===== src/rtl/tlbs_pkg.sv =====
package tlbs_pkg;

   typedef enum logic [2:0] {
      ST_IDLE,
      ST_READ,
      ST_SETTLE,
      ST_VCHK,
      ST_PAIR,
      ST_CLEAR,
      ST_NEXT
   } scrub_state_t;

endpackage


===== src/rtl/tlbs_way_buf.sv =====
module tlbs_way_buf #(
   parameter int WAYS    = 4,
   parameter int PD_W    = 32,
   parameter int VLD_BIT = 10,
   localparam int WW     = $clog2(WAYS)
) (
   input  logic                       clk,
   input  logic                       rst_n,
   input  logic                       wr_en_i,
   input  logic [WW-1:0]              wr_idx_i,
   input  logic [PD_W-1:0]            wr_data_i,
   input  logic                       clr_en_i,
   input  logic [WW-1:0]              clr_idx_i,
   output logic [WAYS-1:0][PD_W-1:0]  loc_o,
   output logic                       any_vld_o
);

   for (genvar g = 0; g < WAYS; g++) begin : g_way
      logic [PD_W-1:0] loc_q;

      always_ff @(posedge clk) begin
         if (!rst_n) begin
            loc_q <= '0;
         end else if (clr_en_i && clr_idx_i == WW'(g)) begin
            loc_q <= '0;
         end else if (wr_en_i && wr_idx_i == WW'(g)) begin
            loc_q <= wr_data_i;
         end
      end

      assign loc_o[g] = loc_q;

      // an erased local copy no longer holds a page that could match
      assert_local_clear_R5: assert property (@(posedge clk) disable iff (!rst_n)
         (clr_en_i && clr_idx_i == WW'(g)) |=> (loc_q == '0));
   end

   always_comb begin
      any_vld_o = 1'b0;
      for (int k = 0; k < WAYS; k++) begin
         any_vld_o = any_vld_o | loc_o[k][VLD_BIT];
      end
   end

endmodule


===== src/rtl/tlbs_pair_cmp.sv =====
module tlbs_pair_cmp #(
   parameter int WAYS  = 4,
   parameter int PD_W  = 32,
   parameter int OFF_W = 13,
   localparam int WW   = $clog2(WAYS)
) (
   input  logic [WAYS-1:0][PD_W-1:0]  loc_i,
   input  logic [WW-1:0]              lo_i,
   input  logic [WW-1:0]              hi_i,
   output logic                       lo_zero_o,
   output logic                       match_o
);

   logic [PD_W-1:0] lo_pd;
   logic [PD_W-1:0] hi_pd;

   assign lo_pd     = loc_i[lo_i];
   assign hi_pd     = loc_i[hi_i];
   assign lo_zero_o = (lo_pd == '0);
   assign match_o   = !lo_zero_o && (lo_pd[PD_W-1:OFF_W] == hi_pd[PD_W-1:OFF_W]);

endmodule


===== src/rtl/tlbs_sat_cnt.sv =====
module tlbs_sat_cnt #(
   parameter int CNT_W = 4,
   localparam logic [CNT_W-1:0] CNT_MAX = '1
) (
   input  logic             clk,
   input  logic             rst_n,
   input  logic             clr_i,
   input  logic             inc_i,
   output logic [CNT_W-1:0] cnt_o
);

   always_ff @(posedge clk) begin
      if (!rst_n || clr_i) begin
         cnt_o <= '0;
      end else if (inc_i && cnt_o != CNT_MAX) begin
         cnt_o <= cnt_o + CNT_W'(1);
      end
   end

   // the count holds at its ceiling instead of wrapping
   assert_cnt_sat_R7: assert property (@(posedge clk) disable iff (!rst_n)
      (cnt_o == CNT_MAX && !clr_i) |=> (cnt_o == CNT_MAX));

endmodule


===== src/rtl/tlb_dup_scrubber.sv =====
module tlb_dup_scrubber
   import tlbs_pkg::*;
#(
   parameter int SETS    = 8,
   parameter int WAYS    = 4,
   parameter int PD_W    = 32,
   parameter int OFF_W   = 13,
   parameter int VLD_BIT = 10,
   parameter int CNT_W   = 4,
   localparam int SW     = $clog2(SETS),
   localparam int WW     = $clog2(WAYS),
   localparam int NENT   = SETS * WAYS,
   localparam int AW     = $clog2(NENT)
) (
   input  logic             clk,
   input  logic             rst_n,
   input  logic             start_i,
   output logic             mem_rd_o,
   output logic             mem_clr_o,
   output logic [AW-1:0]    mem_addr_o,
   input  logic [PD_W-1:0]  mem_rdata_i,
   output logic             done_o,
   output logic [CNT_W-1:0] dup_cnt_o,
   output logic [SW-1:0]    last_set_o,
   output logic [WW-1:0]    last_way_o
);

   if (SETS < 2)                      begin : g_bad_sets  $error("SETS must be at least 2");   end
   if (WAYS < 2)                      begin : g_bad_ways  $error("WAYS must be at least 2");   end
   if (OFF_W < 1 || OFF_W >= PD_W)    begin : g_bad_off   $error("OFF_W out of range");        end
   if (VLD_BIT < 0 || VLD_BIT >= PD_W) begin : g_bad_vld  $error("VLD_BIT out of range");      end
   if (CNT_W < 1)                     begin : g_bad_cnt   $error("CNT_W must be positive");    end

   scrub_state_t state_q;
   logic [SW-1:0] set_q;
   logic [WW-1:0] rw_q, pi_q, pj_q, clr_way_q, pend_way_q, sel_way;
   logic          pend_q, end_q, done_q;
   logic [SW-1:0] last_set_q;
   logic [WW-1:0] last_way_q;

   logic [WAYS-1:0][PD_W-1:0] loc;
   logic any_vld, lo_zero, match;
   logic pj_last, pi_last, adv_i, pair_set_end, hit;

   tlbs_way_buf #(.WAYS(WAYS), .PD_W(PD_W), .VLD_BIT(VLD_BIT)) u_buf (
      .clk       (clk),
      .rst_n     (rst_n),
      .wr_en_i   (pend_q),
      .wr_idx_i  (pend_way_q),
      .wr_data_i (mem_rdata_i),
      .clr_en_i  (hit),
      .clr_idx_i (pi_q),
      .loc_o     (loc),
      .any_vld_o (any_vld)
   );

   tlbs_pair_cmp #(.WAYS(WAYS), .PD_W(PD_W), .OFF_W(OFF_W)) u_cmp (
      .loc_i     (loc),
      .lo_i      (pi_q),
      .hi_i      (pj_q),
      .lo_zero_o (lo_zero),
      .match_o   (match)
   );

   tlbs_sat_cnt #(.CNT_W(CNT_W)) u_cnt (
      .clk   (clk),
      .rst_n (rst_n),
      .clr_i (state_q == ST_IDLE && start_i),
      .inc_i (hit),
      .cnt_o (dup_cnt_o)
   );

   assign hit          = (state_q == ST_PAIR) && match;
   assign pj_last      = (pj_q == WW'(WAYS - 1));
   assign pi_last      = (pi_q == WW'(WAYS - 2));
   assign adv_i        = match || lo_zero || pj_last;
   assign pair_set_end = adv_i && pi_last;

   assign mem_rd_o  = (state_q == ST_READ);
   assign mem_clr_o = (state_q == ST_CLEAR);
   assign sel_way   = (state_q == ST_CLEAR) ? clr_way_q : rw_q;

   if ((1 << WW) == WAYS) begin : g_addr_cat
      assign mem_addr_o = AW'({set_q, sel_way});
   end else begin : g_addr_mul
      assign mem_addr_o = AW'(set_q) * AW'(WAYS) + AW'(sel_way);
   end

   always_ff @(posedge clk) begin
      if (!rst_n) begin
         state_q    <= ST_IDLE;
         set_q      <= '0;
         rw_q       <= '0;
         pi_q       <= '0;
         pj_q       <= '0;
         clr_way_q  <= '0;
         pend_q     <= 1'b0;
         pend_way_q <= '0;
         end_q      <= 1'b0;
         done_q     <= 1'b0;
         last_set_q <= '0;
         last_way_q <= '0;
      end else begin
         done_q     <= 1'b0;
         pend_q     <= (state_q == ST_READ);
         pend_way_q <= rw_q;
         case (state_q)
            ST_IDLE: begin
               if (start_i) begin
                  set_q      <= '0;
                  rw_q       <= '0;
                  last_set_q <= '0;
                  last_way_q <= '0;
                  state_q    <= ST_READ;
               end
            end
            ST_READ: begin
               if (rw_q == WW'(WAYS - 1)) begin
                  rw_q    <= '0;
                  state_q <= ST_SETTLE;
               end else begin
                  rw_q <= rw_q + WW'(1);
               end
            end
            ST_SETTLE: state_q <= ST_VCHK;
            ST_VCHK: begin
               pi_q    <= '0;
               pj_q    <= WW'(1);
               state_q <= any_vld ? ST_PAIR : ST_NEXT;
            end
            ST_PAIR: begin
               if (adv_i) begin
                  pi_q <= pi_q + WW'(1);
                  pj_q <= pi_q + WW'(2);
               end else begin
                  pj_q <= pj_q + WW'(1);
               end
               if (match) begin
                  clr_way_q  <= pi_q;
                  end_q      <= pair_set_end;
                  last_set_q <= set_q;
                  last_way_q <= pi_q;
                  state_q    <= ST_CLEAR;
               end else if (pair_set_end) begin
                  state_q <= ST_NEXT;
               end
            end
            ST_CLEAR: state_q <= end_q ? ST_NEXT : ST_PAIR;
            ST_NEXT: begin
               if (set_q == SW'(SETS - 1)) begin
                  done_q  <= 1'b1;
                  state_q <= ST_IDLE;
               end else begin
                  set_q   <= set_q + SW'(1);
                  state_q <= ST_READ;
               end
            end
            default: state_q <= ST_IDLE;
         endcase
      end
   end

   assign done_o     = done_q;
   assign last_set_o = last_set_q;
   assign last_way_o = last_way_q;

   // one storage access per cycle, always inside the array
   assert_no_overlap_R10: assert property (@(posedge clk) disable iff (!rst_n)
      !(mem_rd_o && mem_clr_o));
   assert_addr_range_R10: assert property (@(posedge clk) disable iff (!rst_n)
      (mem_rd_o || mem_clr_o) |-> (int'(mem_addr_o) < NENT));
   // back-to-back reads walk the ways of one set in order
   assert_read_order_R2: assert property (@(posedge clk) disable iff (!rst_n)
      (mem_rd_o && $past(mem_rd_o)) |-> (mem_addr_o == $past(mem_addr_o) + AW'(1)));
   // the kept member of a pair is the higher way, so the top way is never erased
   assert_clr_lower_R4: assert property (@(posedge clk) disable iff (!rst_n)
      mem_clr_o |-> (clr_way_q != WW'(WAYS - 1)));
   // done lasts exactly one cycle
   assert_done_pulse_R7: assert property (@(posedge clk) disable iff (!rst_n)
      done_o |=> !done_o);

endmodule


===== config.mk =====
export PLATFORM = sky130hd
export DESIGN_NAME = tlb_dup_scrubber
export DESIGN_NICKNAME = d
export VERILOG_FILES = /design/src/rtl/tlbs_pkg.sv /design/src/rtl/tlbs_way_buf.sv /design/src/rtl/tlbs_pair_cmp.sv /design/src/rtl/tlbs_sat_cnt.sv /design/src/rtl/tlb_dup_scrubber.sv
export SDC_FILE = /design/constraint.sdc
export NUM_CORES = 1
export LEC_CHECK = 0
export BUFFER_PORTS_ARGS = -buffer_cell sky130_fd_sc_hd__buf_4
export CAP_MARGIN = 10
export CORE_MARGIN = 2
export CORE_UTILIZATION = 56
export CTS_BUF_LIST = sky130_fd_sc_hd__clkbuf_4
export CTS_CLUSTER_SIZE = 40
export DETAILED_ROUTE_END_ITERATION = 16
export PLACE_DENSITY = 0.78
export SYNTH_ARGS = -nofsm -noshare
export SYNTH_HDL_FRONTEND = slang
export SYNTH_HIERARCHICAL = 1
export SYNTH_SLANG_ARGS = --single-unit

===== constraint.sdc =====
create_clock -name clk -period 3.75 [get_ports clk]
set_input_delay 0.375 -clock clk [delete_from_list [all_inputs] [get_ports clk]]
set_output_delay 0.375 -clock clk [all_outputs]
set_load 0.01 [all_outputs]

==> metrics.txt, run 1 <==
Hold EP u_buf/g_way[3].loc_q[4]; synthesized flop and latch total around 160; Resized Gates After CTS 0; post-layout util 64.2%; drt drc 0; Storage cell area 0.00312 mm2; clk slew on worst S/H paths ~130 ps; ratio of cells with drive above 1 in the final layout 17.4%; first-pass GRT wire length between 30 and 40 mm; die width about 120 um; die area between 0.01 and 0.015 mm2; area taken by multi-input logic gates slightly below 0.004 mm2; synth warn 6; Final Hold Vio Count 0; Worst Tran Pin Value ~830 ps; placer's final routability congestion estimate 0.862; Syn Nets 870; status completed; Die Height about 120 um; antenna violations before repair 1; most common cell after layout, fill and taps aside nand2_1; Core Box Area 0.0127 mm2; RSZ-0062 raised after global routing no; mean post-synth cell area around 8.8 um2; Setup TNS 0 ps; largest net degree at the start of global routing 33; Max Cap Viol 0; CP arrival around 3900 ps; hold_sp mem_rdata_i[4]; PortBufs 51; WS Path Type reg -> reg; Post-synth EDFFs 0; DR WL/cell 18.2 um; Clock Path Buffers 2; clk sink count 156; filler cell count around 1100; Final #Nets around 900; Final setup viols 0; Slew Viols, Final 0; CTS Buf Count 17; most frequent cells in the layout nand2_1 (267), dfxtp_1 (156), a21oi_1 (145), buf_4 (65), clkbuf_4 (21); gr ovfl total 0; total track usage roughly 28%; hpwl dp roughly 13 mm; CP Capture Type register; Worst-Skew Late Latency ~580 ps; worst hold-check path type in -> reg; startpoint of the worst-slack reg-to-reg timing path pi_q[0]; via count approximately 6300; vias in the first global route a little over 6000; Tcrit/Tclk final roughly 90%; Post-CTS Hold Buffers 0; WP data required between 4000 and 5000 ps; Lkg Pwr 2.90 nW; Startpoint Class register; Starting Density 57.8%; row count 41; H-tree lvl count 4; Peak VDD IR around 0.22 mV; crit path time final 3390 ps; reg2reg path depth 10; WHS Path Cells 3; Area growth, synth to finish 11.1%; r2r setup slk ~360 ps; PD cells around 470 mW/mm2; cells after synthesis between 800 and 900; post-CTS setup buffer count 0; Pwr Total roughly 0.0038 W; CTS tree yes; TritonRoute pass-1 iters 5; Final Skew 16.9 ps; async set-reset flop share out of synthesis 0%; num ports between 50 and 60; Synth cell types 58; vias per cell 6.04; total wire length about 19 mm; max_slew headroom 44.8%; Detailed Route Iter0 Violations between 500 and 600; CP Max Fanout 31; Crit Reg-Reg Endpoint pj_q[0]; Root Buffer clkbuf_4; post-route ant nets 0; area of the mapped netlist 0.00732 mm2; FMAX about 290 MHz; Seq/Total Area, Yosys between 40% and 50%; most used flip-flop cell after synthesis dfxtp_1
## through the flow
stage,cell area [um2],setup slack (ps),cells,hold WS [ps]
final,8130,358,1048,56.0
after global routing,8130,248,1048,16.5
after CTS,8130,392,1047,29.6
after detailed placement,7830,410,1015,447
after global placement,7830,563,1015,442
after floorplan,7320,200,829,431
## power by group
group	leakage (nW)	total [W]	switching, W	internal [W]
logic	1.48	0.000908	0.000513	0.000395
clock network	0.159	0.00107	0.000584	0.000490
registers	1.26	0.00183	0.0000973	0.00173
total	2.90	0.00381	0.00119	0.00262
## metal layers
| layer | GRT usage (%) | up-vias | part of all wire, % |
|---|---|---|---|
| met1 | 35.8 | 3033 | 40 |
| li1 | - | 2971 | - |
| met3 | 6.27 | 59 | 7.6 |
| met4 | 10.7 | 0 | 2.9 |
| met5 | 0 | - | 0 |
| met2 | 47.1 | 264 | 49 |
## critical path, stage by stage (launching register included)
cell	delay, ps
dfxtp_1	390
buf_12	240
mux4_1	640
nor4_1	420
and3_1	220
o2111a_1	290
nor4_2	80
buf_4	160
nor3_2	370
mux2i_1	170
o221a_2	290
## layout make-up
type / instances / share of cell area [%]
multi-input cells: 609 / 47.6
flip-flops and latches: 156 / 38.4
repair buffers: 70 / 7.23
well taps: 172 / 2.65
clock buffers: 21 / 1.94
clock inverters: 11 / 1.77
inverters: 8 / 0.369
diodes: 1 / 0.0308
## kinds of logic (layout without fill, tap and decap cells)
group,count (synthesis),in the layout,synth area share [%]
fa+ha+maj,6,6,1.03
compound gates,174,174,12.7
other cells,0,1,0
simple gates,362,362,22.3
flops,156,156,42.7
xor+xnor,19,19,2.27
mux,48,48,14.3
buf+inv,64,110,4.74
## state kept, by name, summed over array words and instances (netlist names)
signal / flops
pj_q: 2
rw_q: 2
pend_q: 1
pend_way_q: 2
set_q: 3
clr_way_q: 2
last_way_o: 2
last_set_o: 3
end_q: 1
pi_q: 2
done_o: 1
u_cnt/cnt_o: 4
u_buf/g_way.loc_q: 128
state_q: 3
## cell usage after synthesis, types with 4 or more instances
master	instances	area, um2
a21oi_1	145	726
and3_1	4	25.0
buf_2	27	135
buf_6	4	45.0
clkbuf_1	19	71.3
dfxtp_1	156	3120
ha_1	6	75.1
inv_1	8	30.0
mux2i_1	6	60.1
mux4_1	19	499
mux4_2	20	450
nand2_1	267	1000
nand2_2	10	62.6
nand2b_1	4	25.0
nand3_1	4	20.0
nand3b_1	4	30.0
nand4_1	11	68.8
nor2_1	10	37.5
nor3_1	5	25.0
nor4_1	12	75.1
o21ai_0	10	50.1
o21ai_1	4	20.0
or2_2	5	31.3
xnor2_1	8	70.1
xor2_1	11	96.3
## how the worst max path moves through the flow
stage	from	endpoint	slack, ps
after floorplan	pj_q[0]	u_buf/g_way[2].loc_q[10]	200
after global placement	pi_q[0]	pj_q[0]	560
after detailed placement	pi_q[0]	pj_q[0]	410
after CTS	pi_q[0]	pj_q[0]	390
after global routing	pi_q[0]	pj_q[0]	250
final	pi_q[0]	pj_q[0]	360
Note: power is estimated with default switching activity, not from simulation.
==> run 2: changes to the inputs <==
CORE_UTILIZATION = 55   (was 56)
PLACE_DENSITY = 0.77   (was 0.78)
RECOVER_POWER = 25   (was default)
SETUP_SLACK_MARGIN = 0.5   (was default)
==> metrics.txt, run 2 (synthesis gave the netlist of run 1 again) <==
Startpoint Class register; row count 42; slowest stage delay, CP around 600 ps; post-route ant nets 0; Worst-Skew Late Latency between 500 and 600 ps; placer's final routability congestion estimate around 0.85; clk sink count 156; Setup TNS 0 ps; antenna violations before repair 0; Peak VDD IR around 0.23 mV; most common cell after layout, fill and taps aside nand2_1; vias in the first global route between 5000 and 6000; Tcrit/Tclk final between 90% and 100%; met3 usage 5.22%; crit-path cells buf_12 -> buf_4 -> mux4_1 -> xor2_1 -> nor3_1 -> nand3_1 -> nor4_4 -> nand4bb_1 -> inv_2 -> nand2_2 -> o21ai_4 -> buf_6 -> a21oi_1; first-pass GRT wire length 29.2 mm; PD cells roughly 440 mW/mm2; drt drc 0; die width 119 um; ratio of cells with drive above 1 in the final layout between 10% and 20%; max_slew headroom roughly half; CP arrival 3900 ps; CTS tree yes; Largest register FFs about 130; Detailed Route Iter0 Violations around 600; Final setup viols 0; Area growth, synth to finish 11.8%; total track usage a little over a quarter; Core Box Area approximately 0.013 mm2; met2 Resource Use GR 42.4%; TritonRoute pass-1 iters 6; CP Max Fanout 8; post-route cell area 0.00818 mm2; Final Skew around 13 ps; Max Cap Viol 0; most frequent cells in the layout nand2_1 (266), dfxtp_1 (154), a21oi_1 (146), buf_4 (56), mux4_2 (24); H-tree lvl count 4; Slew Viols, Final 0; Clock Path Buffers 2; die area approximately 0.014 mm2; cell family with most CP delay simple AND/OR/NAND/NOR gates; Biggest register u_buf/g_way.loc_q; DR WL/cell ~17 um; Lkg Pwr ~2.9 nW; Pwr Total 0.00363 W; WP data required 4220 ps; Bufs and invs on worst path 4; RSZ-0062 raised after global routing no; clk slew on worst S/H paths approximately 120 ps; met1 Resource Use GR approximately 34%; worst hold-check path type in -> reg; crit path time final between 3000 and 4000 ps; Root Buffer clkbuf_4; Largest regs u_buf/g_way.loc_q: 128 flops, u_cnt/cnt_o: 4 flops; FMAX 291 MHz; gr ovfl total 0; Final Hold Vio Count 0; Top Usage Layer GRT met2; CP max stage cell mux4_1; Starting Density a little under three fifths; Inserted Diodes 0; WS Path Type reg -> reg; status completed; Final #Nets a little over 900; PortBufs 51; CP Capture Type register; Cell Area, Placed between 0.007 and 0.008 mm2; filler cell count between 1000 and 1500; largest net degree at the start of global routing 33; hpwl dp approximately 12 mm; Worst Tran Pin Value approximately 760 ps; num ports 52; CTS Buf Count 17; via count between 6000 and 7000; total wire length between 15 and 20 mm; r2r setup slk between 300 and 400 ps; Die Height between 100 and 150 um; vias per cell between 5 and 6
==> run 2: what timing repair did <==
item                                   4_1_cts  5_1_grt
endpoints found under the hold margin        0        0
setup endpoints to repair                  138      140
setup buffers                                4        6
pin swaps                                    0        4
gates resized for setup                      5       23
cloned                                       0        2
hold buffers                                 0        0
==> run 2: worst paths after layout <==
check,endpoint,startpoint,depth (start not counted)
setup / recovery,u_buf/g_way[2].loc_q[20],pi_q[0],13
hold / removal,u_buf/g_way[3].loc_q[12],mem_rdata_i[12],3
setup reg to reg,u_buf/g_way[2].loc_q[20],pi_q[0],13
hold reg to reg,u_buf/g_way[3].loc_q[9],u_buf/g_way[3].loc_q[9],2
==> run 2: layout make-up <==
cell class              count  area (um2)  area share [%]
flip-flops and latches    156        3130            38.2
inverters                   8        30.0           0.367
clock buffers              19         143            1.74
repair buffers             85         694            8.49
well taps                 176         220            2.69
clock inverters            13        77.6           0.948
multi-input cells         609        3890            47.6
==> run 2: routing by layer <==
metal  vias to the layer above  routed length, um
li1                       2991                  -
met1                      2919               8050
met2                       231               8770
met3                        45               1040
met4                         0                442
met5                         -                  0
==> run 2: stage by stage <==
| stage | util, % | setup WS (ps) | cells | hold WS [ps] |
|---|---|---|---|---|
| 2_1_floorplan | - | 512 | 829 | 431 |
| 3_3_place_gp | 59.6 | 220 | 1022 | 443 |
| 3_5_place_dp | 59.6 | 109 | 1022 | 448 |
| 4_1_cts | 61.6 | 509 | 1058 | 34.4 |
| 5_1_grt | 62.3 | 245 | 1066 | 19.4 |
| 6_report | 62.3 | 319 | 1066 | 58.6 |
==> run 2: power by group <==
group / switching, W / internal [W]
logic: 0.000523 / 0.000427
registers: 0.0000988 / 0.00173
clock network: 0.000584 / 0.000265
==> run 2: tightest hold or removal path: cells and delay by family <==
kind,cells,cell delay [ps]
AOI/OAI and AO/OA,1,50
and+or+nand+nor,1,50
buffers and inverters,1,120
